--- config.mk ---
export PLATFORM = sky130hd
export DESIGN_NAME = spi_card_init
export DESIGN_NICKNAME = d
export VERILOG_FILES = /design/src/rtl/cardinit_pkg.sv /design/src/rtl/cardinit_dp.sv /design/src/rtl/cardinit_ctrl.sv /design/src/rtl/spi_card_init.sv
export SDC_FILE = /design/constraint.sdc
export NUM_CORES = 1
export LEC_CHECK = 0
export ABC_AREA = 1
export CAP_MARGIN = 25
export CORE_AREA = 2 2 66 68
export CTS_CLUSTER_DIAMETER = 80
export CTS_CLUSTER_SIZE = 20
export DETAILED_ROUTE_END_ITERATION = 12
export DIE_AREA = 0 0 68 70
export DONT_BUFFER_PORTS = 1
export GPL_TIMING_DRIVEN = 0
export PLACE_DENSITY = 0.53
export SLEW_MARGIN = 25
export SYNTH_ARGS = -nofsm -noshare
export SYNTH_HDL_FRONTEND = slang
export SYNTH_SLANG_ARGS = --single-unit
--- constraint.sdc ---
create_clock -name clk -period 2.25 [get_ports clk]
set_clock_uncertainty 0.2 [all_clocks]
set_input_delay 0.1125 -clock clk [delete_from_list [all_inputs] [get_ports clk]]
set_output_delay 0.1125 -clock clk [all_outputs]
set_load 0.02 [all_outputs]
--- src/rtl/cardinit_pkg.sv ---
package cardinit_pkg;
  typedef enum logic [2:0] {
    ST_NONE   = 3'd0,
    ST_READY  = 3'd1,
    ST_VFAIL  = 3'd2,
    ST_TMO    = 3'd3,
    ST_R1ERR  = 3'd4,
    ST_BADRST = 3'd5
  } seqStatus_e;

  typedef struct packed {
    logic       clrAll;
    logic       incPoll;
    logic       setStatus;
    seqStatus_e code;
  } dpCtl_t;

  localparam logic [5:0] IDX_RESET = 6'd0;
  localparam logic [5:0] IDX_OPCND = 6'd1;
  localparam logic [5:0] IDX_RDOCR = 6'd58;
  localparam logic [7:0] CRC_RESET = 8'h95;
  localparam logic [7:0] CRC_OPCND = 8'hF9;
  localparam logic [7:0] CRC_RDOCR = 8'hFD;
endpackage

--- src/rtl/cardinit_dp.sv ---
module cardinit_dp
  import cardinit_pkg::*;
#(
  parameter int MAX_POLLS = 16,
  parameter int VW = 9,
  parameter int VLO = 15
) (
  input  logic          clk,
  input  logic          rstN,
  input  dpCtl_t        ctl,
  input  logic [7:0]    rspR1,
  input  logic [31:0]   rspOcr,
  input  logic [VW-1:0] hostVolt,
  output logic          r1Err,
  output logic          r1Idle,
  output logic          r1ExactIdle,
  output logic          voltOk,
  output logic          pollLast,
  output seqStatus_e    status
);
  localparam int CW = $clog2(MAX_POLLS + 1);
  localparam logic [CW-1:0] LAST = CW'(MAX_POLLS - 1);

  logic [CW-1:0] pollCnt;

  assign r1Err       = |rspR1[7:1];
  assign r1Idle      = rspR1[0];
  assign r1ExactIdle = (rspR1 == 8'h01);
  assign voltOk      = |(rspOcr[VLO +: VW] & hostVolt);
  assign pollLast    = (pollCnt == LAST);

  always_ff @(posedge clk) begin
    if (!rstN) begin
      pollCnt <= '0;
      status  <= ST_NONE;
    end else begin
      if (ctl.clrAll) begin
        pollCnt <= '0;
        status  <= ST_NONE;
      end else begin
        if (ctl.incPoll)   pollCnt <= pollCnt + 1'b1;
        if (ctl.setStatus) status  <= ctl.code;
      end
    end
  end
endmodule

--- src/rtl/cardinit_ctrl.sv ---
module cardinit_ctrl
  import cardinit_pkg::*;
(
  input  logic        clk,
  input  logic        rstN,
  input  logic        initStart,
  input  logic        checkOcr,
  input  logic        dummyDone,
  input  logic        cmdDone,
  input  logic        r1Err,
  input  logic        r1Idle,
  input  logic        r1ExactIdle,
  input  logic        voltOk,
  input  logic        pollLast,
  output dpCtl_t      ctl,
  output logic        dummyReq,
  output logic        csHigh,
  output logic        cmdStart,
  output logic [5:0]  cmdIdx,
  output logic [7:0]  cmdCrc,
  output logic        cmdLongRsp,
  output logic        seqDone
);
  typedef enum logic [3:0] {
    S_IDLE, S_DREQ, S_DWAIT, S_SEND0, S_WAIT0,
    S_SEND58, S_WAIT58, S_SEND1, S_WAIT1, S_DONE
  } state_e;

  state_e state, nextState;

  always_ff @(posedge clk) begin
    if (!rstN) state <= S_IDLE;
    else       state <= nextState;
  end

  always_comb begin
    nextState  = state;
    ctl        = '0;
    ctl.code   = ST_NONE;
    dummyReq   = 1'b0;
    csHigh     = 1'b0;
    cmdStart   = 1'b0;
    cmdIdx     = IDX_RESET;
    cmdCrc     = CRC_RESET;
    cmdLongRsp = 1'b0;
    seqDone    = 1'b0;
    unique case (state)
      S_IDLE, S_DONE: begin
        seqDone = (state == S_DONE);
        if (initStart) begin
          ctl.clrAll = 1'b1;
          nextState  = S_DREQ;
        end
      end
      S_DREQ: begin
        dummyReq  = 1'b1;
        csHigh    = 1'b1;
        nextState = S_DWAIT;
      end
      S_DWAIT: begin
        csHigh = 1'b1;
        if (dummyDone) nextState = S_SEND0;
      end
      S_SEND0: begin
        cmdStart  = 1'b1;
        nextState = S_WAIT0;
      end
      S_WAIT0: if (cmdDone) begin
        if (r1Err) begin
          ctl.setStatus = 1'b1; ctl.code = ST_R1ERR; nextState = S_DONE;
        end else if (!r1ExactIdle) begin
          ctl.setStatus = 1'b1; ctl.code = ST_BADRST; nextState = S_DONE;
        end else begin
          nextState = checkOcr ? S_SEND58 : S_SEND1;
        end
      end
      S_SEND58: begin
        cmdStart   = 1'b1;
        cmdIdx     = IDX_RDOCR;
        cmdCrc     = CRC_RDOCR;
        cmdLongRsp = 1'b1;
        nextState  = S_WAIT58;
      end
      S_WAIT58: if (cmdDone) begin
        if (r1Err) begin
          ctl.setStatus = 1'b1; ctl.code = ST_R1ERR; nextState = S_DONE;
        end else if (!voltOk) begin
          ctl.setStatus = 1'b1; ctl.code = ST_VFAIL; nextState = S_DONE;
        end else begin
          nextState = S_SEND1;
        end
      end
      S_SEND1: begin
        cmdStart  = 1'b1;
        cmdIdx    = IDX_OPCND;
        cmdCrc    = CRC_OPCND;
        nextState = S_WAIT1;
      end
      S_WAIT1: if (cmdDone) begin
        if (r1Err) begin
          ctl.setStatus = 1'b1; ctl.code = ST_R1ERR; nextState = S_DONE;
        end else if (!r1Idle) begin
          ctl.setStatus = 1'b1; ctl.code = ST_READY; nextState = S_DONE;
        end else if (pollLast) begin
          ctl.setStatus = 1'b1; ctl.code = ST_TMO; nextState = S_DONE;
        end else begin
          ctl.incPoll = 1'b1; nextState = S_SEND1;
        end
      end
      default: nextState = S_IDLE;
    endcase
  end
endmodule

--- src/rtl/spi_card_init.sv ---
module spi_card_init
  import cardinit_pkg::*;
#(
  parameter int MAX_POLLS = 16,
  parameter int VW = 9
) (
  input  logic          clk,
  input  logic          rstN,
  input  logic          initStart,
  input  logic          checkOcr,
  input  logic [VW-1:0] hostVolt,
  output logic          dummyReq,
  output logic          csHigh,
  input  logic          dummyDone,
  output logic          cmdStart,
  output logic [5:0]    cmdIdx,
  output logic [31:0]   cmdArg,
  output logic [7:0]    cmdCrc,
  output logic          cmdLongRsp,
  input  logic          cmdDone,
  input  logic [7:0]    rspR1,
  input  logic [31:0]   rspOcr,
  output logic          seqDone,
  output logic [2:0]    seqStatus,
  output logic          ready
);
  dpCtl_t     ctl;
  seqStatus_e status;
  logic r1Err, r1Idle, r1ExactIdle, voltOk, pollLast;

  cardinit_ctrl u_ctrl (
    .clk(clk), .rstN(rstN), .initStart(initStart), .checkOcr(checkOcr),
    .dummyDone(dummyDone), .cmdDone(cmdDone), .r1Err(r1Err), .r1Idle(r1Idle),
    .r1ExactIdle(r1ExactIdle), .voltOk(voltOk), .pollLast(pollLast), .ctl(ctl),
    .dummyReq(dummyReq), .csHigh(csHigh), .cmdStart(cmdStart), .cmdIdx(cmdIdx),
    .cmdCrc(cmdCrc), .cmdLongRsp(cmdLongRsp), .seqDone(seqDone)
  );

  cardinit_dp #(.MAX_POLLS(MAX_POLLS), .VW(VW), .VLO(24 - VW)) u_dp (
    .clk(clk), .rstN(rstN), .ctl(ctl), .rspR1(rspR1), .rspOcr(rspOcr),
    .hostVolt(hostVolt), .r1Err(r1Err), .r1Idle(r1Idle), .r1ExactIdle(r1ExactIdle),
    .voltOk(voltOk), .pollLast(pollLast), .status(status)
  );

  assign cmdArg    = '0;
  assign seqStatus = status;
  assign ready     = seqDone && (status == ST_READY);
endmodule

==> summary.md, run 1 <==
| Metric | Value |
|---|---|
| Status | `finished clean` |
| Number of max-cap violations | `0` |
| Initial DRC count | `28` |
| Power consumption | `846 uW` |
| Prevailing post-synth register cell | `dfxtp_1` |
| Avg Cell Area, Syn | `5.89 um^2` |
| Final instance area | `1680 um^2` |
| Final slew viol count | `0` |
| Worst skew pair latency | `240 ps` |
| Power Dens Cells | `503 nW/um^2` |
| Post-synth top cells | `55 x nand2_1, 43 x buf_4, 36 x inv_1` |
| Number of top-level pins | `110` |
| H-tree depth | `1` |
| VDD IR max | `236 uV` |
| Gpl congestion | `0.741` |
| # diodes | `0` |
| Final setup fails | `0` |
| Root buffer cell | `clkbuf_8` |
| Synth top area share | `0.234` |
| Distinct cells, synth | `21` |
| Crit. End Element | `output port` |
| Count leader, synth | `nand2_1` |
| Worst hold slack | `7.89 ps` |
| Slew @ Worst Pin | `899 ps` |
| Post_cts resized | `0` |
| Port Buffers | `0` |
| Row count | `24` |
| Yosys reg bits | `12` |
| Hpwl dp | `2320 um` |
| Setup TNS | `0 ps` |
| Hold WC Path Type | `input pin to register` |
| Critical Path RT | `1940 ps` |
| # DRC | `0` |
| Bufs and invs on worst path | `1` |
| Die width | `68 um` |
| Core Util, Final | `0.405` |
| Final antenna-violating net count | `0` |
| Die H | `70 um` |
| Post-CTS Setup Bufs | `0` |
| Final #Nets | `336` |
| Mapped Cells | `234` |
| Crit start category | `register` |
| Core area | `4140 um^2` |
| Layout cells sized above 1 | `0.234` |
| GRT Resource Usage Total | `0.114` |
| Achievable Freq | `479 MHz` |
| Cell mode on critical path | `nand2_1` |
| Seq/Total Area, Yosys | `0.174` |
| Cells along the critical path | `nand2_1, nor2_1, nand2_1, inv_1` |
| CP max-delay cell | `nor2_1` |
| First-pass DRT Iterations | `4` |
| Routed WL per cell | `8.12 um` |
| DR vias | `1,278` |
| Vias in the first global route | `1,066` |
| Post-CTS Hold Fix Bufs | `5` |
| RSZ-0062 raised after global routing | `no` |
| Kind of critical path | `register to output port` |
| Via/cell ratio | `3.87` |
| Synthesized area | `1380 um^2` |
| Post-synth top area cell | `buf_4` |
| Maximum buffer depth of the clock tree | `2` |
| Die Area | `4760 um^2` |
| CTS Buf Count | `3` |
| Synth area leaders | `buf_4 23%, dfxtp_1 17%, nand2_1 15%, inv_1 9.8%, nor2_1 6.8%` |
| Reg clk slew, reported paths | `50 ps` |
| CTS tree | `done` |
| Arr. time, crit path | `1780 ps` |
| CP delay by family, top | `simple AND/OR/NAND/NOR gates` |
| Total wire length | `2680 um` |
| Worst path max stage delay | `420 ps` |
| First-pass GRT wire length | `4220 um` |
| Final hold vios | `0` |
| Antenna violations before repair | `0` |
| Async S/R FF share, synth | `0` |
| Synthesis-to-layout area growth | `21.9%` |
| Initial Util | `0.333` |
| Largest net degree at the start of global routing | `9` |
| Number of enable-type register cells in the synthesized netlist | `0` |
| Clk sinks | `12` |
| GRT overflow | `0` |
| Rel. slew slack | `0.395` |
| Min cycle time layout | `2090 ps` |
| Ys Warns | `0` |
| Crit share post-route | `0.928` |
| Cell Area, Placed | `1580 um^2` |
| Leakage | `0.994 nW` |
| CP max FO | `5` |
kinds of logic (layout without fill, tap and decap cells):
logic type / after synthesis / count (layout) / share of synthesized area
AO/OA/AOI/OAI: 18 / 18 / 0.0653
buffers and inverters: 82 / 91 / 0.340
flip-flops: 12 / 12 / 0.174
other: 2 / 37 / 0.00545
AND/OR/NAND/NOR: 116 / 116 / 0.384
adder cells (fa/ha/maj): 2 / 2 / 0.0181
XOR/XNOR: 2 / 2 / 0.0127
metrics by stage:
step	instances	setup WS [ps]
after global routing	330	32.3
after detailed placement	321	243
after CTS	330	140
after floorplan	269	503
final	330	162
after global placement	321	260
final timing paths:
path              slack (ps)            start  cells past startpoint               to
setup / recovery         160  u_ctrl.state[0]                      4        cmdIdx[0]
hold / removal             8          cmdDone                      5  u_ctrl.state[1]
setup reg to reg         260  u_dp.pollCnt[0]                      9  u_dp.pollCnt[2]
hold reg to reg          270  u_dp.pollCnt[3]                      2  u_dp.pollCnt[3]
cells in the final DEF (no fill, tap or decap), drive strengths merged, types with 3 or more instances in the layout:
cell type and n:
buf 43, nand4 3, nand3 10, clkbuf 4, dfxtp 12, conb 37, inv 39, a21oi 12
nor2 32, o21ai 6, nor3 5, nand2 63, dlygate4sd3 5
power breakdown:
group	internal, mW	switching (mW)	total [mW]	leakage [nW]
clock	0.155	0.0799	0.235	0.0288
sequential	0.226	0.0203	0.247	0.0971
combinational	0.121	0.243	0.364	0.868
total	0.502	0.343	0.846	0.994
worst min-delay path, stage by stage:
cell	delay, ps
inv_1	40
nand3_1	70
nand2_1	70
inv_1	50
a21oi_1	50
area by class of cell:
class                   instances  area [um^2]
well taps                      52         65.1
fillers                       469         2460
plain buffers                  43          323
flip-flops and latches         12          240
repair buffers                  5         50.0
multi-input cells             175          801
inverters                      39          146
clock buffers                   4         55.1
flip-flops by register name, summed over array words and instances (netlist names):
signal / cells
u_dp.pollCnt: 5
u_ctrl.state: 4
u_dp.status: 3
metal layers:
layer  vias up  routed length [um]  track usage
met1       510                1140        0.139
met5         -                   0            0
met4         0                  57       0.0600
met3         5                 224       0.0193
li1        718                   -            -
met2        45                1260        0.186
(Power assumes the default switching activity.)
==> run 2, diff against run 1 <==
--- a/config.mk
+++ b/config.mk
@@ -7,14 +7,15 @@
 export LEC_CHECK = 0
 export ABC_AREA = 1
 export CAP_MARGIN = 25
-export CORE_AREA = 2 2 66 68
+export CORE_AREA = 2 2 62 64
 export CTS_CLUSTER_DIAMETER = 80
 export CTS_CLUSTER_SIZE = 20
 export DETAILED_ROUTE_END_ITERATION = 12
-export DIE_AREA = 0 0 68 70
+export DIE_AREA = 0 0 64 66
 export DONT_BUFFER_PORTS = 1
 export GPL_TIMING_DRIVEN = 0
-export PLACE_DENSITY = 0.53
+export PLACE_DENSITY = 0.58
+export RECOVER_POWER = 25
 export SLEW_MARGIN = 25
 export SYNTH_ARGS = -nofsm -noshare
 export SYNTH_HDL_FRONTEND = slang
==> summary.md, run 2 (synthesis results as in run 1) <==
| Metric | Value |
|---|---|
| Status | `finished clean` |
| Top reg by flops | `u_dp.pollCnt` |
| Largest net degree at the start of global routing | `9 (unchanged)` |
| DR vias | `1,263 (-1.2%)` |
| Achievable Freq | `481 MHz (+0.39%)` |
| Final antenna-violating net count | `0 (unchanged)` |
| First-pass DRT Iterations | `4 (unchanged)` |
| Final #Nets | `336 (unchanged)` |
| Final slew viol count | `0 (unchanged)` |
| Clk sinks | `12 (unchanged)` |
| Die Area | `4220 um^2 (-11%)` |
| Cell Area, Placed | `1570 um^2 (-0.32%)` |
| Final setup fails | `0 (unchanged)` |
| Layout cells sized above 1 | `0.231 (-0.00277)` |
| Number of top-level pins | `110 (unchanged)` |
| Total wire length | `2600 um (-2.9%)` |
| Slew @ Worst Pin | `889 ps (-9.79 ps)` |
| Commonest cells after routing, fill and taps aside | `55 x nand2_1, 43 x buf_4, 37 x conb_1` |
| Min cycle time layout | `2080 ps (-8.02 ps)` |
| Hold WC Path Type | `input pin to register` |
| Root buffer cell | `clkbuf_4` |
| RSZ-0062 raised after global routing | `no` |
| Setup TNS | `0 ps (unchanged)` |
| Max reg flops | `5 (unchanged)` |
| Antenna violations before repair | `0 (unchanged)` |
| Maximum buffer depth of the clock tree | `2 (unchanged)` |
| Core Util, Final | `0.463 (+0.0572)` |
| Power Dens Cells | `447 nW/um^2 (-11%)` |
| Final hold vios | `0 (unchanged)` |
| Number of max-cap violations | `0 (unchanged)` |
| Worst path max stage delay | `690 ps (+270 ps)` |
| CP delay by family, top | `simple AND/OR/NAND/NOR gates` |
| H-tree depth | `1 (unchanged)` |
| Regs by FF count | `u_dp.pollCnt: 5 flops, u_ctrl.state: 4 flops, u_dp.status: 3 flops` |
| Worst skew pair latency | `270 ps (+30 ps)` |
| Leakage | `0.979 nW (-1.5%)` |
| CP max FO | `5 (unchanged)` |
| Cell depth of the worst setup path | `4 (unchanged)` |
| Hold depth | `4 (-1)` |
| Critical Path RT | `1940 ps (about the same)` |
| Synthesis-to-layout area growth | `19.1%` |
| # DRC | `0 (unchanged)` |
| Arr. time, crit path | `1770 ps (about the same)` |
| Core area | `3550 um^2 (-14%)` |
| CTS Buf Count | `3 (unchanged)` |
| GRT overflow | `0 (unchanged)` |
| CTS tree | `done` |
| Die H | `66 um (-5.7%)` |
| CP max-delay cell | `nor4_1` |
| VDD IR max | `270 uV (+14%)` |
| # diodes | `0 (unchanged)` |
| Row count | `22 (-8.3%)` |
| Crit. End Element | `output port` |
| Port Buffers | `0 (unchanged)` |
| Bufs and invs on worst path | `1 (unchanged)` |
| Gpl congestion | `0.804 (+8.4%)` |
| Crit share post-route | `0.924 (-0.00356)` |
| Hpwl dp | `2290 um (-1.2%)` |
| First-pass GRT wire length | `4280 um (+1.5%)` |
| Worst hold slack | `19.3 ps (+11.4 ps)` |
| Via/cell ratio | `3.89 (+0.35%)` |
| Initial DRC count | `34 (+21%)` |
| Fin cells | `325 (-1.5%)` |
| Crit start category | `register` |
| Reg clk slew, reported paths | `70 ps (+20 ps)` |
| GRT Resource Usage Total | `0.125 (+0.0116)` |
| Most common cell after layout, fill and taps aside | `nand2_1` |
| Initial Util | `0.388 (+0.0556)` |
| Fillers | `414 (-12%)` |
| R2R cell count | `9 (unchanged)` |
| Vias in the first global route | `1,073 (+0.66%)` |
| Placed Cells incl. Taps | `317 (-1.2%)` |
| Rel. slew slack | `0.402 (+0.00659)` |
| Cells along the critical path | `inv_1, nor2_1, nand2_2, nor4_1` |
| Kind of critical path | `register to output port` |
| Routed WL per cell | `8.00 um (-1.4%)` |
| Final instance area | `1640 um^2 (-2.2%)` |
| Die width | `64 um (-5.9%)` |
## run 2: cell type report
cell class	instances	area (um^2)	share of cell area
multi-input combinational	175	801	0.487
sequential	12	240	0.146
inverter	39	146	0.0891
buffer	43	323	0.196
clock buffer	3	22.5	0.0137
timing repair buffer	5	50.0	0.0305
tap	48	60.1	0.0366
## run 2: through the flow
stage | setup WS [ps] | power [mW]
6_report | 170 | 0.735
5_1_grt | 28.7 | 0.792
4_1_cts | 99.3 | 0.743
3_5_place_dp | 224 | 0.608
3_3_place_gp | 252 | 0.607
2_1_floorplan | 503 | 0.567
## run 2: what timing repair did
action | in CTS | in global routing
setup buffers | 0 | 0
setup endpoints to repair | 0 | 1
hold endpoints to repair | 10 | 0
hold buffers | 5 | 0
gates resized for setup | 0 | 1
## run 2: layer usage
layer	up-vias	wire length, um	GRT usage
met5	-	0	0
met4	0	43	0.0571
met3	5	226	0.0187
met2	49	1190	0.216
met1	489	1140	0.153
li1	720	-	-
## run 2: worst paths after layout
kind / slack (ps) / start / endpoint
worst max-delay path: 170 / u_ctrl.state[0] / ready
worst min-delay path: 20 / cmdDone / u_dp.status[2]
worst max register to register: 230 / u_dp.pollCnt[0] / u_dp.pollCnt[2]
worst min register to register: 270 / u_dp.pollCnt[3] / u_dp.pollCnt[3]
## run 2: worst reg2reg max path, stage by stage, from the launching register on
cell     delay (ps)
dfxtp_1         330
ha_1            210
inv_1            70
nor3_1           50
ha_1            230
nor2_1          280
nand4_1         220
inv_1           140
a21oi_1          70
nor3_1          140
## run 2: power breakdown
group / switching, mW / internal [mW] / total, mW
Clock: 0.0643 / 0.0620 / 0.126
Combinational: 0.242 / 0.120 / 0.363
Sequential: 0.0196 / 0.226 / 0.246
==> run 3, diff against run 2 <==
--- a/config.mk
+++ b/config.mk
@@ -16,6 +16,7 @@
 export GPL_TIMING_DRIVEN = 0
 export PLACE_DENSITY = 0.58
 export RECOVER_POWER = 25
+export REMOVE_ABC_BUFFERS = 1
 export SLEW_MARGIN = 25
 export SYNTH_ARGS = -nofsm -noshare
 export SYNTH_HDL_FRONTEND = slang
==> summary.md, run 3 (synthesis results as in run 1) <==
| Metric | Value |
|---|---|
| Regs by FF count | `u_dp.pollCnt: 5 flops, u_ctrl.state: 4 flops, u_dp.status: 3 flops` |
| GRT overflow | `0 (unchanged)` |
| Hold depth | `4 (unchanged)` |
| Initial Util | `0.388 (unchanged)` |
| Crit. End Element | `output port` |
| Gpl congestion | `0.804 (about the same)` |
| Final slew viol count | `0 (unchanged)` |
| Kind of critical path | `register to output port` |
| Final #Nets | `293 (-13%)` |
| Total wire length | `2570 um (-1.1%)` |
| Power consumption | `735 uW (about the same)` |
| Worst hold slack | `6.19 ps (-13.1 ps)` |
| Worst skew pair latency | `270 ps (about the same)` |
| Hold WC Path Type | `input pin to register` |
| Cell mode on critical path | `nand2_1` |
| R2R Path End | `u_dp.pollCnt[2]` |
| Switching Power | `335 uW (+2.6%)` |
| Cell Int Power | `400 uW (-2.0%)` |
| Arr. time, crit path | `1740 ps (-30 ps)` |
| Rel. slew slack | `0.410 (+0.00787)` |
| Bufs and invs on worst path | `1 (unchanged)` |
| Net switching fraction of the power | `0.455 (+0.0112)` |
| First-pass DRT Iterations | `4 (unchanged)` |
| Hold endpoint | `u_dp.status[2]` |
| Reg clk slew, reported paths | `80 ps (about the same)` |
| Crit start category | `register` |
| Min cycle time layout | `2050 ps (-30.0 ps)` |
| First-pass GRT wire length | `4090 um (-4.4%)` |
| VDD IR max | `284 uV (+5.3%)` |
| Routed WL per cell | `9.09 um (+14%)` |
| Hpwl dp | `2210 um (-3.6%)` |
| Vias in the first global route | `1,036 (-3.4%)` |
| Die H | `66 um (unchanged)` |
| Combinational group share of total power | `0.430 (-0.064)` |
| R2R cell count | `9 (unchanged)` |
| Achievable Freq | `488 MHz (+1.5%)` |
| Reg2reg start | `u_dp.pollCnt[0]` |
| # diodes | `0 (unchanged)` |
| Sequential share of power | `0.336 (+0.002)` |
| Final hold vios | `0 (unchanged)` |
| Fillers | `419 (+1.2%)` |
| RSZ-0062 raised after global routing | `no` |
| Root buffer cell | `clkbuf_4` |
| Die Area | `4220 um^2 (unchanged)` |
| Leakage | `0.755 nW (-23%)` |
| Power Dens Cells | `548 nW/um^2 (+23%)` |
| Row count | `22 (unchanged)` |
| H-tree depth | `1 (unchanged)` |
| CTS Buf Count | `3 (unchanged)` |
| Clk pwr share | `0.234 (+0.062)` |
| Number of max-cap violations | `0 (unchanged)` |
| CP max FO | `5 (unchanged)` |
| Cells along the critical path | `nand2_1, nor2_4, nand2_1, inv_1` |
| Max reg flops | `5 (unchanged)` |
| Via/cell ratio | `4.24 (+9.2%)` |
| Number of top-level pins | `110 (unchanged)` |
| # DRC | `0 (unchanged)` |
| DR vias | `1,201 (-4.9%)` |
| Slew @ Worst Pin | `877 ps (-11.7 ps)` |
| Final instance area | `1340 um^2 (-18%)` |
| Maximum buffer depth of the clock tree | `2 (unchanged)` |
| Status | `finished clean` |
| Cell Area, Placed | `1250 um^2 (-21%)` |
| Die width | `64 um (unchanged)` |
| Most common cell after layout, fill and taps aside | `nand2_1` |
| GRT Resource Usage Total | `0.122 (-0.00348)` |
| Antenna violations before repair | `0 (unchanged)` |
| Top reg by flops | `u_dp.pollCnt` |
| Port Buffers | `0 (unchanged)` |
| CP delay by family, top | `simple AND/OR/NAND/NOR gates` |
| Final antenna-violating net count | `0 (unchanged)` |
| Synthesis-to-layout area growth | `-2.72%` |
| Critical Path RT | `1940 ps (about the same)` |
| Commonest cells after routing, fill and taps aside | `56 x nand2_1, 37 x conb_1, 36 x inv_1` |
| Worst R2R Setup Slack | `300 ps (+70 ps)` |
| Initial DRC count | `26 (-24%)` |
| Worst path max stage delay | `410 ps (-280 ps)` |
| Hold_sp | `cmdDone` |
| Crit share post-route | `0.911 (-0.0134)` |
| Core area | `3550 um^2 (unchanged)` |
| CP max-delay cell | `dfxtp_1` |
| Largest net degree at the start of global routing | `9 (unchanged)` |
| Clk sinks | `12 (unchanged)` |
| CTS tree | `done` |
| Layout cells sized above 1 | `0.0979 (-0.133)` |
| Final setup fails | `0 (unchanged)` |
==> run 3: cell types whose count changed in the layout (fill, tap and decap cells not counted), sizes merged <==
cell,change
clkbuf,+1
buf,-43
==> run 3: layout make-up <==
class | instances | area (um^2) | share of cell area
clock buffer | 4 | 36.3 | 0.0271
inverter | 39 | 146 | 0.109
multi-input combinational | 175 | 808 | 0.603
sequential | 12 | 240 | 0.179
tap | 48 | 60.1 | 0.0448
timing repair buffer | 5 | 50.0 | 0.0373
==> run 3: worst max path at each step <==
stage / start / to / slack, ps / depth (start not counted)
global placement: u_ctrl.state[0] / u_ctrl.state[3] / -230 / 6
CTS: u_ctrl.state[0] / cmdIdx[0] / 170 / 4
detailed placement: u_ctrl.state[0] / u_ctrl.state[3] / -240 / 6
finish: u_ctrl.state[0] / cmdIdx[0] / 200 / 4
global route: u_dp.pollCnt[0] / u_dp.pollCnt[2] / 60 / 9
floorplan: u_ctrl.state[3] / u_ctrl.state[3] / -50 / 7
==> run 3: repair_timing <==
action                                  in CTS  in global routing
hold buffers                                 5                  0
endpoints found under the setup margin       3                  1
setup buffers                                0                  0
pin swaps                                    0                  0
resized for setup                            2                  1
hold endpoints to repair                    10                  0
==> run 3: routing by layer <==
layer  global-route usage  part of all wire
met1                0.131              0.42
met2                0.234              0.50
met5                    0                 0
met4               0.0489             0.014
met3               0.0204             0.066
==> run 3: stage by stage <==
stage,TNS (ps),setup slack (ps),cells,util
after floorplan,-77.1,-51.2,226,-
after global placement,-400,-231,274,0.351
after detailed placement,-405,-237,274,0.351
after CTS,0,171,283,0.378
after global routing,0,64.0,283,0.378
final,0,200,283,0.378
==> run 3: tightest hold or removal path: cells and delay by family <==
| kind | cells | cell delay, ps |
|---|---|---|
| AO/OA/AOI/OAI | 2 | 120 |
| buffers and inverters | 1 | 120 |
| AND/OR/NAND/NOR | 1 | 90 |
==> run 3: power groups by stage <==
stage,Clock [mW],Combinational [mW],Sequential (mW)
after floorplan,0,0.268,0.246
after CTS,0.179,0.317,0.247
final,0.172,0.316,0.247
after detailed placement,0,0.304,0.252
after global routing,0.194,0.353,0.250
after global placement,0,0.303,0.251
